===== config.mk =====
export PLATFORM = sky130hd
export DESIGN_NAME = ddr_cmd_front
export DESIGN_NICKNAME = d
export VERILOG_FILES = /design/src/rtl/ddr_cmd_pkg.sv /design/src/rtl/ddr_bank_tracker.sv /design/src/rtl/ddr_mode_shadow.sv /design/src/rtl/ddr_power_fsm.sv /design/src/rtl/ddr_cmd_front.sv
export SDC_FILE = /design/constraint.sdc
export NUM_CORES = 1
export LEC_CHECK = 0
export ABC_AREA = 1
export BUFFER_PORTS_ARGS = -buffer_cell sky130_fd_sc_hd__buf_2
export CAP_MARGIN = 20
export CORE_MARGIN = 3
export CORE_UTILIZATION = 47
export DETAILED_ROUTE_END_ITERATION = 6
export PLACE_DENSITY = 0.67
export REMOVE_ABC_BUFFERS = 1
export SYNTH_ARGS = -nofsm -noshare
export SYNTH_HDL_FRONTEND = slang
export SYNTH_SLANG_ARGS = --single-unit

===== constraint.sdc =====
create_clock -name clk -period 5.1 [get_ports clk]
set_input_delay 0.255 -clock clk [delete_from_list [all_inputs] [get_ports clk]]
set_output_delay 0.255 -clock clk [all_outputs]
set_load 0.1 [all_outputs]

===== src/rtl/ddr_cmd_pkg.sv =====
`timescale 1ns/1ps
package ddr_cmd_pkg;

    typedef enum logic [3:0] {
        CMD_DESEL = 4'd0,
        CMD_NOP   = 4'd1,
        CMD_ACT   = 4'd2,
        CMD_RD    = 4'd3,
        CMD_WR    = 4'd4,
        CMD_PRE   = 4'd5,
        CMD_REF   = 4'd6,
        CMD_MRS   = 4'd7,
        CMD_RSVD  = 4'd8
    } cmd_e;

    typedef enum logic [1:0] {
        PWR_ACTIVE = 2'd0,
        PWR_PPD    = 2'd1,
        PWR_APD    = 2'd2,
        PWR_SREF   = 2'd3
    } pwr_e;

    typedef struct packed {
        logic valid;
        logic write;
        logic autopre;
        logic bl8;
    } acc_flags_t;

    localparam int A_AP  = 10;   // auto-precharge / all-bank flag
    localparam int A_BC  = 12;   // per-access burst length select
    localparam logic [1:0] BLM_FIX8 = 2'b00;
    localparam logic [1:0] BLM_OTF  = 2'b01;
    localparam logic [1:0] BLM_FIX4 = 2'b10;

    function automatic cmd_e decode_cmd(input logic cs_n, input logic [2:0] rcw);
        cmd_e c;
        if (cs_n) begin
            c = CMD_DESEL;
        end else begin
            unique case (rcw)
                3'b011:  c = CMD_ACT;
                3'b101:  c = CMD_RD;
                3'b100:  c = CMD_WR;
                3'b010:  c = CMD_PRE;
                3'b001:  c = CMD_REF;
                3'b000:  c = CMD_MRS;
                3'b111:  c = CMD_NOP;
                default: c = CMD_RSVD;
            endcase
        end
        return c;
    endfunction

    function automatic logic burst_is_8(input logic [1:0] mode, input logic sel_bit);
        logic r;
        unique case (mode)
            BLM_OTF:  r = sel_bit;
            BLM_FIX4: r = 1'b0;
            default:  r = 1'b1;
        endcase
        return r;
    endfunction

    function automatic logic is_rw(input cmd_e c);
        return (c == CMD_RD) || (c == CMD_WR);
    endfunction

endpackage


===== src/rtl/ddr_bank_tracker.sv =====
`timescale 1ns/1ps
module ddr_bank_tracker
    import ddr_cmd_pkg::*;
#(
    parameter int BANKS = 8,
    parameter int ROW_W = 16,
    localparam int BA_W = $clog2(BANKS)
) (
    input  logic             clk,
    input  logic             rst,
    input  logic             exec,
    input  cmd_e             cmd,
    input  logic [BA_W-1:0]  ba,
    input  logic             ap,
    input  logic [ROW_W-1:0] row_in,
    output logic [BANKS-1:0] open_vec,
    output logic [ROW_W-1:0] sel_row,
    output logic             err
);
    logic [ROW_W-1:0] row_q [BANKS];
    logic [BANKS-1:0] open_q;
    logic             sel_open;

    assign sel_open = open_q[ba];
    assign sel_row  = row_q[ba];
    assign err = exec && (((cmd == CMD_ACT) && sel_open) ||
                          (is_rw(cmd) && !sel_open));

    for (genvar i = 0; i < BANKS; i++) begin : g_bank
        logic hit, set_b, clr_b;
        assign hit   = (ba == BA_W'(i));
        assign set_b = exec && (cmd == CMD_ACT) && hit && !open_q[i];
        assign clr_b = exec && (((cmd == CMD_PRE) && (ap || hit)) ||
                                (is_rw(cmd) && hit && open_q[i] && ap));
        always_ff @(posedge clk) begin
            if (rst) begin
                open_q[i] <= 1'b0;
                row_q[i]  <= '0;
            end else if (set_b) begin
                open_q[i] <= 1'b1;
                row_q[i]  <= row_in;
            end else if (clr_b) begin
                open_q[i] <= 1'b0;
            end
        end
    end

    assign open_vec = open_q;
endmodule


===== src/rtl/ddr_mode_shadow.sv =====
`timescale 1ns/1ps
module ddr_mode_shadow
    import ddr_cmd_pkg::*;
#(
    parameter int ADDR_W = 16,
    parameter int BA_W   = 3,
    parameter int NUM_MR = 4,
    localparam int SEL_W = $clog2(NUM_MR)
) (
    input  logic                     clk,
    input  logic                     rst,
    input  logic                     exec,
    input  cmd_e                     cmd,
    input  logic [BA_W-1:0]          ba,
    input  logic [ADDR_W-1:0]        addr,
    output logic [NUM_MR*ADDR_W-1:0] mr_flat,
    output logic [1:0]               bl_mode,
    output logic                     term_en
);
    logic [ADDR_W-1:0] mr_q [NUM_MR];
    logic              upper_zero;

    assign upper_zero = ((ba >> SEL_W) == '0);

    for (genvar i = 0; i < NUM_MR; i++) begin : g_mr
        logic wr_i;
        assign wr_i = exec && (cmd == CMD_MRS) && upper_zero &&
                      (ba[SEL_W-1:0] == SEL_W'(i));
        always_ff @(posedge clk) begin
            if (rst)       mr_q[i] <= '0;
            else if (wr_i) mr_q[i] <= addr;
        end
        assign mr_flat[i*ADDR_W +: ADDR_W] = mr_q[i];
    end

    assign bl_mode = mr_q[0][1:0];
    assign term_en = mr_q[1][2] | mr_q[1][6] | mr_q[1][9];
endmodule


===== src/rtl/ddr_power_fsm.sv =====
`timescale 1ns/1ps
module ddr_power_fsm
    import ddr_cmd_pkg::*;
(
    input  logic clk,
    input  logic rst,
    input  logic cke,
    input  cmd_e cmd,
    input  logic all_idle,
    output pwr_e pwr_q,
    output pwr_e pwr_view,
    output logic exec
);
    pwr_e pwr_d;

    always_comb begin
        pwr_d = pwr_q;
        unique case (pwr_q)
            PWR_ACTIVE: begin
                if (!cke) begin
                    if (!all_idle)             pwr_d = PWR_APD;
                    else if (cmd == CMD_REF)   pwr_d = PWR_SREF;
                    else                       pwr_d = PWR_PPD;
                end
            end
            default: if (cke) pwr_d = PWR_ACTIVE;
        endcase
    end

    always_ff @(posedge clk) begin
        if (rst) pwr_q <= PWR_ACTIVE;
        else     pwr_q <= pwr_d;
    end

    // self-refresh exit follows clock enable without an edge
    assign pwr_view = ((pwr_q == PWR_SREF) && cke) ? PWR_ACTIVE : pwr_q;
    assign exec     = (pwr_q == PWR_ACTIVE) && cke;
endmodule


===== src/rtl/ddr_cmd_front.sv =====
`timescale 1ns/1ps
module ddr_cmd_front
    import ddr_cmd_pkg::*;
#(
    parameter int BANKS  = 8,
    parameter int ADDR_W = 16,
    parameter int COL_W  = 10,
    parameter int NUM_MR = 4,
    localparam int BA_W  = $clog2(BANKS)
) (
    input  logic                     clk,
    input  logic                     rst,
    input  logic                     cke,
    input  logic                     cs_n,
    input  logic                     ras_n,
    input  logic                     cas_n,
    input  logic                     we_n,
    input  logic [BA_W-1:0]          ba,
    input  logic [ADDR_W-1:0]        addr,
    input  logic                     odt,
    output logic [3:0]               cmd_code,
    output logic                     acc_valid,
    output logic                     acc_write,
    output logic [BA_W-1:0]          acc_bank,
    output logic [ADDR_W-1:0]        acc_row,
    output logic [COL_W-1:0]         acc_col,
    output logic                     acc_bl8,
    output logic                     acc_autopre,
    output logic                     proto_err,
    output logic [BANKS-1:0]         bank_open,
    output logic [1:0]               pwr_state,
    output logic                     odt_on,
    output logic [NUM_MR*ADDR_W-1:0] mr_flat
);
    cmd_e              cmd_now, cmd_q;
    pwr_e              pwr_q, pwr_view;
    logic              exec, trk_err, err_q, term_en, odt_q, take_acc;
    logic [1:0]        bl_mode;
    logic [ADDR_W-1:0] sel_row, row_q;
    logic [BA_W-1:0]   bank_q;
    logic [COL_W-1:0]  col_q;
    acc_flags_t        acc_q;

    assign cmd_now  = decode_cmd(cs_n, {ras_n, cas_n, we_n});
    assign take_acc = exec && is_rw(cmd_now) && !trk_err;

    ddr_power_fsm u_pwr (
        .clk      (clk),
        .rst      (rst),
        .cke      (cke),
        .cmd      (cmd_now),
        .all_idle (bank_open == '0),
        .pwr_q    (pwr_q),
        .pwr_view (pwr_view),
        .exec     (exec)
    );

    ddr_bank_tracker #(.BANKS(BANKS), .ROW_W(ADDR_W)) u_banks (
        .clk      (clk),
        .rst      (rst),
        .exec     (exec),
        .cmd      (cmd_now),
        .ba       (ba),
        .ap       (addr[A_AP]),
        .row_in   (addr),
        .open_vec (bank_open),
        .sel_row  (sel_row),
        .err      (trk_err)
    );

    ddr_mode_shadow #(.ADDR_W(ADDR_W), .BA_W(BA_W), .NUM_MR(NUM_MR)) u_mode (
        .clk     (clk),
        .rst     (rst),
        .exec    (exec),
        .cmd     (cmd_now),
        .ba      (ba),
        .addr    (addr),
        .mr_flat (mr_flat),
        .bl_mode (bl_mode),
        .term_en (term_en)
    );

    always_ff @(posedge clk) begin
        if (rst) begin
            cmd_q  <= CMD_DESEL;
            err_q  <= 1'b0;
            acc_q  <= '0;
            bank_q <= '0;
            row_q  <= '0;
            col_q  <= '0;
            odt_q  <= 1'b0;
        end else begin
            cmd_q       <= cmd_now;
            err_q       <= trk_err;
            odt_q       <= odt && term_en;
            acc_q.valid <= take_acc;
            if (take_acc) begin
                acc_q.write   <= (cmd_now == CMD_WR);
                acc_q.autopre <= addr[A_AP];
                acc_q.bl8     <= burst_is_8(bl_mode, addr[A_BC]);
                bank_q        <= ba;
                row_q         <= sel_row;
                col_q         <= addr[COL_W-1:0];
            end
        end
    end

    assign cmd_code    = cmd_q;
    assign proto_err   = err_q;
    assign acc_valid   = acc_q.valid;
    assign acc_write   = acc_q.write;
    assign acc_autopre = acc_q.autopre;
    assign acc_bl8     = acc_q.bl8;
    assign acc_bank    = bank_q;
    assign acc_row     = row_q;
    assign acc_col     = col_q;
    assign odt_on      = odt_q;
    assign pwr_state   = pwr_view;
endmodule


==> metrics.cfg <==
[synth]
synth.avg_cell_area_um2 = 9.94
synth_edf_count = 192
seq_area_frac_synth_pct = 65.2
ys_ff_latch = 241
ys_types = 30
ys_async_sr_fraction_pct = 0
yosysWarnings = 0
netlist_area_mm2 = 0.0104
synth_ff_type = edfxtp_1
synthCells = 1042

[sta]
timing.final.crit_share_pct = 46.3
max_freq_mhz = 423
rsz0062_at_grt = no
max-slew-margin-rel_pct = 33.6
skew_ns = 0.0154
setup_violations = 0
finalSetupTns_ns = 0
finalWorstSetupSlack_ns = 2.74
worstMarginPinSlew_ns = 0.996
timing.final.crit_period_ns = 2.36
hold_viol = 0
timing.final.max_slew_violations = 0

[global_routing]
grt_pass1_wl_mm = 39.0
antenna_found_initial = 0
use_met1_pct = 28.8
grt_start_max_net_pins = 64
grtUsageMet3_pct = 4.98
grt_usage_pct = 20.4
grt.busiest_layer = met2
met2_usage_pct = 31.8
grt-ovfl-total = 0
grt_pass1_vias = 7163

[cts]
hold_buffers = 14
cts-root-buf = clkbuf_16
cts_tree = done
cts_resized = 0
htreeDepth = 1
insertion_delay_ns = 0.53
clk_pin_slew_ns = 0.06
post_cts_buffers = 0
cts_inserted_buffers = 26
numClockSinks = 241
clk_path_buf_depth = 3

[placed_design]
port_buffers = 139
dpl_cell_area_mm2 = 0.0111
place_congestion = 0.846
dp_slack_ns = 2.22
dpl.hpwl_mm = 15.9

[setup_path]
cp_max_fo = 63
startpoint_type = flop
r2r_cells = 6
crit_path_end_kind = flop
rr_startpoint = u_pwr.pwr_q[1]
worstPathArrival_ns = 2.76
rrSetupSlack_ns = 2.74
rr_endpoint = acc_row[12]
crit_type = flop to flop
cp.required_ns = 5.50

[cells_and_area]
area_growth_pct = 16.9
num_antenna_cells = 0
fin_nets = 1202
n_fill_cell = 1873
fin_area_mm2 = 0.0121
regArea_mm2 = 0.00675
multi_input_area_mm2 = 0.00298
drive_gt1_share_pct = 20.8

[detailed_routing]
wl_per_cell_um = 16.8
drtIter0Drc = 710
drc = 0
drt-total-wl_mm = 24.7
viasPerCell = 5.14
firstDrtPassIters = 5
num_vias = 7546
antenna_left = 0

[hold_path]
worstHoldEndpoint = cmd_code[1]
whs_path_depth = 2
min_path_type = input port to flop
min_from = cas_n

[floorplanning]
fp.dieW_um = 154
coreArea_mm2 = 0.0214
die-area_mm2 = 0.0238
start_util_pct = 48.5
ios = 140
die_h_um = 154
fp-row-count = 53

[pwr]
powerDensity_mw_per_mm2 = 368
leakage_nw = 5.31
max-vdd-ir-drop_mv = 0.279

[run_status]
status = finished, final reports clean

[flow_run]
cap_violations = 0

state kept, by name, indices dropped and copies added, names as in the netlist:
| name | cells |
|---|---|
| acc_autopre | 1 |
| acc_bank | 3 |
| acc_bl8 | 1 |
| acc_col | 10 |
| acc_row | 16 |
| acc_valid | 1 |
| acc_write | 1 |
| cmd_code | 4 |
| odt_on | 1 |
| proto_err | 1 |
| u_banks.open_vec | 8 |
| u_banks.row_q | 128 |
| u_mode.mr_q | 64 |
| u_pwr.pwr_q | 2 |
cell usage after synthesis (2+ instances only):
master | number | area share (%)
buf_1 | 4 | 0.14
o21ai_0 | 22 | 1.1
a21oi_1 | 6 | 0.29
a21boi_0 | 2 | 0.14
dfxtp_1 | 49 | 9.5
nand2_1 | 287 | 10
buf_2 | 8 | 0.39
inv_2 | 3 | 0.11
nor2_4 | 3 | 0.33
nand4_1 | 35 | 2.1
clkbuf_1 | 29 | 1.1
edfxtp_1 | 192 | 56
inv_1 | 69 | 2.5
nand2_2 | 4 | 0.24
nor2_2 | 30 | 1.8
buf_4 | 5 | 0.36
buf_6 | 13 | 1.4
nand4_4 | 9 | 1.8
nor3_1 | 2 | 0.097
nor2_1 | 247 | 9.0
nand3_1 | 14 | 0.68
stage by stage:
step / hold WS, ns / instances / power (mW) / util (%)
3_3_place_gp: 0.462 / 1406 / 2.64 / 52.1
4_1_cts: 0.0116 / 1469 / 4.48 / 56.7
5_1_grt: 0.0295 / 1469 / 4.59 / 56.7
6_report: 0.0279 / 1469 / 4.45 / 56.7
2_1_floorplan: 0.324 / 983 / 2.54 / -
3_5_place_dp: 0.463 / 1407 / 2.65 / 52.2
per-layer routing:
layer | part of all wire (%) | wire [um] | up-vias
met2 | 46 | 11300 | 333
li1 | - | - | 3639
met1 | 42 | 10400 | 3530
met5 | 0 | 0 | -
met3 | 10 | 2470 | 44
met4 | 1.9 | 471 | 0
cells by family (layout without fill, tap and decap cells):
| logic type | count (synthesis) | in the layout | synth area share, % |
|---|---|---|---|
| simple gates | 635 | 635 | 26.9 |
| flops | 241 | 241 | 65.2 |
| buf+inv | 133 | 285 | 6.19 |
| compound gates | 32 | 32 | 1.62 |
| fa+ha+maj | 1 | 1 | 0.121 |
power breakdown:
part           internal [mW]  switching [mW]
sequential              2.17          0.0193
combinational         0.0698           0.353
clock                   1.07           0.761
total                   3.32            1.13
cell usage in the layout (no fill, tap or decap), types with 2 or more instances in the layout:
master	count
o21ai_1	9
nor2_1	247
dlygate4sd3_1	14
buf_2	139
bufinv_16	2
nor3_1	2
clkbuf_16	27
clkinv_2	6
clkbuf_1	7
nand4_4	9
nand2_2	4
nand3_1	14
dfxtp_1	49
a21oi_1	6
buf_4	10
o21ai_0	10
o21ai_2	4
nor2_2	30
inv_2	4
a21boi_0	2
clkinv_1	2
clkinvlp_4	2
nand4_1	35
nand2_1	287
inv_1	68
nor2_4	3
edfxtp_1	192
critical path, stage by stage, from the launching register on:
cell	delay, ns
dfxtp_1	0.39
nor2_1	0.07
ha_1	0.29
nand3_4	0.27
nand4_4	0.75
nor2_1	0.36
nor2_1	0.07
cell type report:
class	count	share of cell area (%)
clock inverters	14	1.07
well taps	275	2.84
flip-flops and latches	241	55.7
clock buffers	34	5.80
multi-input cells	668	24.6
inverters	74	2.42
repair buffers	163	7.52
worst max path at each step:
stage	endpoint	slack [ns]	cells past startpoint	startpoint
2_1_floorplan	u_banks.row_q[0][0]	1.99	2	rst
3_3_place_gp	u_banks.row_q[4][11]	1.95	5	ba[2]
3_5_place_dp	u_banks.row_q[2][11]	2.22	7	ba[1]
4_1_cts	acc_row[12]	2.73	6	u_pwr.pwr_q[1]
5_1_grt	acc_autopre	2.46	7	u_pwr.pwr_q[1]
6_report	acc_row[12]	2.74	6	u_pwr.pwr_q[1]
Power figures use the tool's default switching activity.
